$ cat config.mk
export PLATFORM = sky130hd
export DESIGN_NAME = tcr_top
export DESIGN_NICKNAME = d
export VERILOG_FILES = /design/src/rtl/tcr_pkg.sv /design/src/rtl/tcr_sync.sv /design/src/rtl/tcr_regs.sv /design/src/rtl/tcr_src_mux.sv /design/src/rtl/tcr_edge.sv /design/src/rtl/tcr_top.sv
export SDC_FILE = /design/constraint.sdc
export NUM_CORES = 1
export LEC_CHECK = 0
export CAP_MARGIN = 25
export CORE_ASPECT_RATIO = 0.6
export CORE_MARGIN = 3
export CORE_UTILIZATION = 33
export CTS_CLUSTER_DIAMETER = 30
export DETAILED_ROUTE_END_ITERATION = 10
export PLACE_DENSITY = 0.82
export REMOVE_ABC_BUFFERS = 1
export SYNTH_ARGS = -nofsm -noshare
export SYNTH_HDL_FRONTEND = slang
export SYNTH_SLANG_ARGS = --single-unit
$ cat constraint.sdc
create_clock -name clk_i -period 2.89 [get_ports clk_i]
set_input_delay 0.289 -clock clk_i [delete_from_list [all_inputs] [get_ports clk_i]]
set_output_delay 0.289 -clock clk_i [all_outputs]
set_load 0.1 [all_outputs]
$ cat src/rtl/tcr_pkg.sv
package tcr_pkg;
  localparam int NUM_CH = 3;
  localparam int SEL_W  = 2;
  localparam int MODE_W = NUM_CH * SEL_W;

  typedef enum logic [SEL_W-1:0] {
    SRC_PIN  = 2'd0,
    SRC_OFF  = 2'd1,
    SRC_PEER_LO = 2'd2,
    SRC_PEER_HI = 2'd3
  } src_sel_e;

  localparam logic [1:0] ADDR_CTRL = 2'd0;
  localparam logic [1:0] ADDR_MODE = 2'd1;

  // lower-numbered and higher-numbered of the other channels
  function automatic int peer_lo(int ch);
    return (ch == 0) ? 1 : 0;
  endfunction

  function automatic int peer_hi(int ch);
    return (ch == NUM_CH - 1) ? NUM_CH - 2 : NUM_CH - 1;
  endfunction

  function automatic logic [MODE_W-1:0] mode_rst();
    logic [MODE_W-1:0] v;
    for (int i = 0; i < NUM_CH; i++) v[i*SEL_W +: SEL_W] = SRC_OFF;
    return v;
  endfunction
endpackage

$ cat src/rtl/tcr_sync.sv
module tcr_sync #(
  parameter int STAGES = 2,
  parameter int W      = 3
) (
  input  logic         clk_i,
  input  logic         rst_ni,
  input  logic [W-1:0] d_i,
  output logic [W-1:0] q_o
);
  logic [W-1:0] stg_q [STAGES];

  for (genvar s = 0; s < STAGES; s++) begin : g_stg
    if (s == 0) begin : g_first
      always_ff @(posedge clk_i or negedge rst_ni)
        if (!rst_ni) stg_q[s] <= '0;
        else         stg_q[s] <= d_i;
    end else begin : g_next
      always_ff @(posedge clk_i or negedge rst_ni)
        if (!rst_ni) stg_q[s] <= '0;
        else         stg_q[s] <= stg_q[s-1];
    end
  end

  assign q_o = stg_q[STAGES-1];
endmodule

$ cat src/rtl/tcr_regs.sv
module tcr_regs
  import tcr_pkg::*;
#(
  parameter int ADDR_W = 2,
  parameter int DATA_W = 32
) (
  input  logic              clk_i,
  input  logic              rst_ni,
  input  logic              wr_en_i,
  input  logic [ADDR_W-1:0] wr_addr_i,
  input  logic [DATA_W-1:0] wr_data_i,
  input  logic [ADDR_W-1:0] rd_addr_i,
  output logic [DATA_W-1:0] rd_data_o,
  output logic [MODE_W-1:0] mode_o,
  output logic              sync_o
);
  localparam logic [MODE_W-1:0] MODE_RST = mode_rst();

  logic [MODE_W-1:0] mode_q;
  logic              sync_q;
  logic              wr_mode, wr_ctrl, ctrl_set;
  logic              unused_wdata;

  assign wr_mode  = wr_en_i && (wr_addr_i == ADDR_W'(ADDR_MODE));
  assign wr_ctrl  = wr_en_i && (wr_addr_i == ADDR_W'(ADDR_CTRL));
  assign ctrl_set = wr_ctrl && wr_data_i[0];
  assign unused_wdata = ^wr_data_i[DATA_W-1:MODE_W];

  always_ff @(posedge clk_i or negedge rst_ni)
    if (!rst_ni)      mode_q <= MODE_RST;
    else if (wr_mode) mode_q <= wr_data_i[MODE_W-1:0];

  // control is write-only: a set bit becomes a single pulse
  always_ff @(posedge clk_i or negedge rst_ni)
    if (!rst_ni) sync_q <= 1'b0;
    else         sync_q <= ctrl_set;

  always_comb begin
    rd_data_o = '0;
    if (rd_addr_i == ADDR_W'(ADDR_MODE)) rd_data_o[MODE_W-1:0] = mode_q;
  end

  assign mode_o = mode_q;
  assign sync_o = sync_q;

  p_mode_write_r2: assert property (@(posedge clk_i) disable iff (!rst_ni)
    wr_mode |=> mode_q == $past(wr_data_i[MODE_W-1:0]));

  p_sync_single_r7: assert property (@(posedge clk_i) disable iff (!rst_ni)
    (sync_q && !ctrl_set) |=> !sync_q);
endmodule

$ cat src/rtl/tcr_src_mux.sv
module tcr_src_mux
  import tcr_pkg::*;
#(
  parameter int CH = 0
) (
  input  logic              clk_i,
  input  logic              rst_ni,
  input  logic [SEL_W-1:0]  sel_i,
  input  logic              pin_i,
  input  logic [NUM_CH-1:0] tioa_i,
  output logic              ext_o
);
  localparam int LO = peer_lo(CH);
  localparam int HI = peer_hi(CH);

  logic ext_d, ext_q;

  always_comb begin
    unique case (src_sel_e'(sel_i))
      SRC_PIN:     ext_d = pin_i;
      SRC_OFF:     ext_d = 1'b0;
      SRC_PEER_LO: ext_d = tioa_i[LO];
      SRC_PEER_HI: ext_d = tioa_i[HI];
      default:     ext_d = 1'b0;
    endcase
  end

  always_ff @(posedge clk_i or negedge rst_ni)
    if (!rst_ni) ext_q <= 1'b0;
    else         ext_q <= ext_d;

  assign ext_o = ext_q;

  p_off_low_r3: assert property (@(posedge clk_i) disable iff (!rst_ni)
    (sel_i == SRC_OFF) |=> !ext_q);

  p_peer_lo_r5: assert property (@(posedge clk_i) disable iff (!rst_ni)
    (sel_i == SRC_PEER_LO) |=> ext_q == $past(tioa_i[LO]));

  p_peer_hi_r5: assert property (@(posedge clk_i) disable iff (!rst_ni)
    (sel_i == SRC_PEER_HI) |=> ext_q == $past(tioa_i[HI]));
endmodule

$ cat src/rtl/tcr_edge.sv
module tcr_edge (
  input  logic clk_i,
  input  logic rst_ni,
  input  logic lvl_i,
  output logic rise_o,
  output logic fall_o
);
  logic prev_q;

  always_ff @(posedge clk_i or negedge rst_ni)
    if (!rst_ni) prev_q <= 1'b0;
    else         prev_q <= lvl_i;

  assign rise_o = lvl_i & ~prev_q;
  assign fall_o = ~lvl_i & prev_q;

  p_rise_once_r6: assert property (@(posedge clk_i) disable iff (!rst_ni)
    rise_o |=> !rise_o);

  p_fall_once_r6: assert property (@(posedge clk_i) disable iff (!rst_ni)
    fall_o |=> !fall_o);
endmodule

$ cat src/rtl/tcr_top.sv
module tcr_top
  import tcr_pkg::*;
#(
  parameter int ADDR_W      = 2,
  parameter int DATA_W      = 32,
  parameter int SYNC_STAGES = 2
) (
  input  logic              clk_i,
  input  logic              rst_ni,
  input  logic              wr_en_i,
  input  logic [ADDR_W-1:0] wr_addr_i,
  input  logic [DATA_W-1:0] wr_data_i,
  input  logic [ADDR_W-1:0] rd_addr_i,
  output logic [DATA_W-1:0] rd_data_o,
  input  logic [NUM_CH-1:0] pin_clk_i,
  input  logic [NUM_CH-1:0] tioa_i,
  output logic [NUM_CH-1:0] ext_clk_o,
  output logic [NUM_CH-1:0] ext_rise_o,
  output logic [NUM_CH-1:0] ext_fall_o,
  output logic [NUM_CH-1:0] sync_o
);
  logic [NUM_CH-1:0] pin_s;
  logic [MODE_W-1:0] mode;
  logic              sync_pulse;

  tcr_sync #(.STAGES(SYNC_STAGES), .W(NUM_CH)) u_pin_sync (
    .clk_i, .rst_ni, .d_i(pin_clk_i), .q_o(pin_s)
  );

  tcr_regs #(.ADDR_W(ADDR_W), .DATA_W(DATA_W)) u_regs (
    .clk_i, .rst_ni, .wr_en_i, .wr_addr_i, .wr_data_i, .rd_addr_i,
    .rd_data_o, .mode_o(mode), .sync_o(sync_pulse)
  );

  for (genvar c = 0; c < NUM_CH; c++) begin : g_ch
    tcr_src_mux #(.CH(c)) u_mux (
      .clk_i, .rst_ni,
      .sel_i (mode[c*SEL_W +: SEL_W]),
      .pin_i (pin_s[c]),
      .tioa_i,
      .ext_o (ext_clk_o[c])
    );
    tcr_edge u_edge (
      .clk_i, .rst_ni,
      .lvl_i  (ext_clk_o[c]),
      .rise_o (ext_rise_o[c]),
      .fall_o (ext_fall_o[c])
    );
  end

  assign sync_o = {NUM_CH{sync_pulse}};
endmodule

==> impl_results.md <==
- Cts bufs inserted: 3
- Max Slew Vio Count: 0
- Die area: about 3800 sq um
- Residual DRC: 0
- Crit. End Element: primary output
- Switching Share: about 53%
- R2R Path End: g_ch[1].u_mux.ext_o
- Max VDD drop: 0.0003884 V
- Core Area: around 2700 sq um
- CTS tree: done
- Die width: about 78 microns
- Leakage: 0.6009 nW
- RSZ-0062 raised after global routing: false
- Post-Syn Area: just over 1000 sq um
- Worst Setup Path Type: in2out
- # Post-CTS Setup Buffers: 0
- Final Net Count: 161
- Unique cell type count in the Yosys netlist: 16
- Period utilization: around 62%
- Via/cell ratio: 3.748
- Hold crit path type: reg2reg
- Hpwl dp: around 1400 microns
- Antenna diode count: 0
- Register area share after synthesis: a little under half
- Max Fclk: between 500 and 600 MHz
- I/O pins: around 90
- Clk_skew: between 0.0008 and 0.0009 ns
- Post-CTS sizing: 0
- Final Hold Viols: 0
- Avg Synthesized Cell Area: 11.50 sq um
- CTS max path bufs: 2
- Reg2reg path depth: 2
- CP startpoint kind: input pin
- Worst-Skew Late Latency: around 0.25 ns
- Sequential fraction of design power: 31.6%
- Post-layout minimum cycle time: around 1.8 ns
- PortBufs: 36
- CTS sink count: 19
- Gpl congestion: a little over 0.8
- Clock-pin slew on the worst setup and hold paths: 0.07 ns
- Synthesized flop and latch total: 19
- Int Pwr: just over 0.0005 W
- Largest net degree at the start of global routing: 20
- WP data required: roughly 2.6 ns
- Hold depth: 0
- Min-delay src: u_pin_sync.stg_q[5]
- Post-Route WL: ~1600 microns
- Initial antenna violation count: 0
- Power per cell area: a little under 900 nW/um^2
- First drt pass iteration count: 4
- Hold_ws: ~0.36 ns
- GRT Residual Overflow: 0
- Routed length per instance: about 11 microns
- R2R Setup Slk: 1.69 ns
- Row Count: 14
- Ratio of cells with drive above 1 in the final layout: ~29%
- Max cap viols: 0
- Final ANT Viol Nets: 0
- NetSw: roughly 0.00057 W
- Clock root cell: clkbuf_8
- Worst r2r src: u_regs.mode_o[2]
- Status: finished, final reports clean
- Final setup TNS: 0 ns
- Fin area: around 1200 sq um
- DRT iter0 DRCs: 11
- Clk pwr share: about 17%
- H-tree depth: 1
- Vias in the first global route: approximately 550
- CTS Hold Buffers Added: 0
- Die Y: roughly 49 microns
- Ys Warns: 0
- First-pass GRT wire length: 2484 microns
- Worst-margin pin slew: just under 0.8 ns
- Crit path DAT: approximately 1.5 ns
- Final setup viols: 0
- WHS Endpoint: u_pin_sync.q_o[2]
- Via count: approximately 580
- Initial Util: around 38%
- Rel. slew slack: 48.14%
- DP Area: 1186 sq um
- GRT Resource Usage Total: just over 8%
- Crit path max fanout: 6
- Combinational share of power: 51.2%
- Cells after Synth: about 90
- P&R area growth vs syn: 22.00%
## metal layers
metal	wire length (microns)	vias to the layer above	track usage, %
met5	0	-	0
met4	0	0	0
met3	176	0	4.428
met2	866	40	16.19
met1	594	271	8.229
li1	-	270	-
## worst max path at each step
stage                     slack (ns)           startpoint  cells past startpoint             to
final                           1.08         rd_addr_i[0]                      4   rd_data_o[2]
after global routing            0.99         rd_addr_i[0]                      4   rd_data_o[2]
after CTS                       1.09         rd_addr_i[0]                      4   rd_data_o[2]
after detailed placement        1.09         rd_addr_i[0]                      4   rd_data_o[2]
after global placement          1.11         rd_addr_i[0]                      4   rd_data_o[2]
after floorplan                 0.23  g_ch[0].u_mux.ext_o                      1  ext_rise_o[0]
## final cells by class
| class | instances | area (sq um) |
|---|---|---|
| clock buffer | 3 | 41.29 |
| clock inverter | 1 | 7.507 |
| fill | 248 | 1463 |
| multi-input combinational | 56 | 341.6 |
| sequential | 19 | 479.2 |
| tap | 40 | 50.05 |
| timing repair buffer | 36 | 315.3 |
## state kept, by name, indices dropped and copies added, names as in the netlist
name and flops:
u_pin_sync.stg_q 3, g_ch.u_mux.ext_o 3, u_pin_sync.q_o 3, g_ch.u_edge.prev_q 3, u_regs.mode_o 6, u_regs.sync_o 1
## Yosys cell counts
master    instances  area [sq um]
nor2_1            1         3.750
nor2b_1           7         43.79
nor4bb_1          1         10.01
mux2_2            6         67.56
and2_2            1         7.510
o21ai_0           2         10.01
a22o_1            1         8.760
buf_4            38         285.3
dfstp_2           3         78.83
mux2i_1           2         20.02
nand3b_4          1         20.02
nand3_1           2         10.01
mux2_1            1         11.26
dfrtp_1          16         400.4
and2_1            5         31.28
conb_1            1         3.750
## power by group through the flow
| stage | logic (W) | registers (W) | clock network (W) |
|---|---|---|---|
| CTS | 0.000553 | 0.000341 | 0.000188 |
| finish | 0.000551 | 0.000340 | 0.000185 |
| global route | 0.000567 | 0.000346 | 0.000201 |
| detailed placement | 0.000553 | 0.000346 | 0 |
| floorplan | 0.000382 | 0.000415 | 0 |
| global placement | 0.000550 | 0.000343 | 0 |
## logic make-up (layout without fill, tap and decap cells)
kind of cell           after synthesis  in the layout  synth area share [%]
other                                1             26                0.3705
muxes                                9              9                 9.765
and+or+nand+nor                     18             18                 12.48
DFF                                 19             19                 47.34
buffers and inverters               38             40                 28.18
AOI/OAI and AO/OA                    3              3                 1.854
## placed cells by master, fill, tap and decap left out
cell             synthesis  final
conb_1                   1     26
clkdlybuf4s50_1          0     18
buf_4                   38     18
dfrtp_1                 16     16
nor2b_1                  7      7
mux2_2                   6      6
and2_1                   5      5
clkbuf_8                 0      3
dfstp_2                  3      3
mux2i_1                  2      2
nand3_1                  2      2
o21ai_0                  2      2
and2_2                   1      1
nor4bb_1                 1      1
nand3b_4                 1      1
mux2_1                   1      1
nor2_1                   1      1
a22o_1                   1      1
clkinvlp_4               0      1
## worst max-delay path, stage by stage
cell and delay, ns:
clkdlybuf4s50_1 0.44, nor2b_1 0.30, and2_2 0.20, buf_4 0.28
## metrics by stage
step	utilization, %	instances	total power, W	worst slack [ns]
after floorplan	-	75	0.0007972	0.2266
after global placement	43.97	151	0.0008936	1.114
after detailed placement	43.97	151	0.0008991	1.089
after CTS	45.78	155	0.001083	1.089
after global routing	45.78	155	0.001113	0.9947
final	45.78	155	0.001076	1.084
No activity file was read; power rests on OpenSTA's default activity.
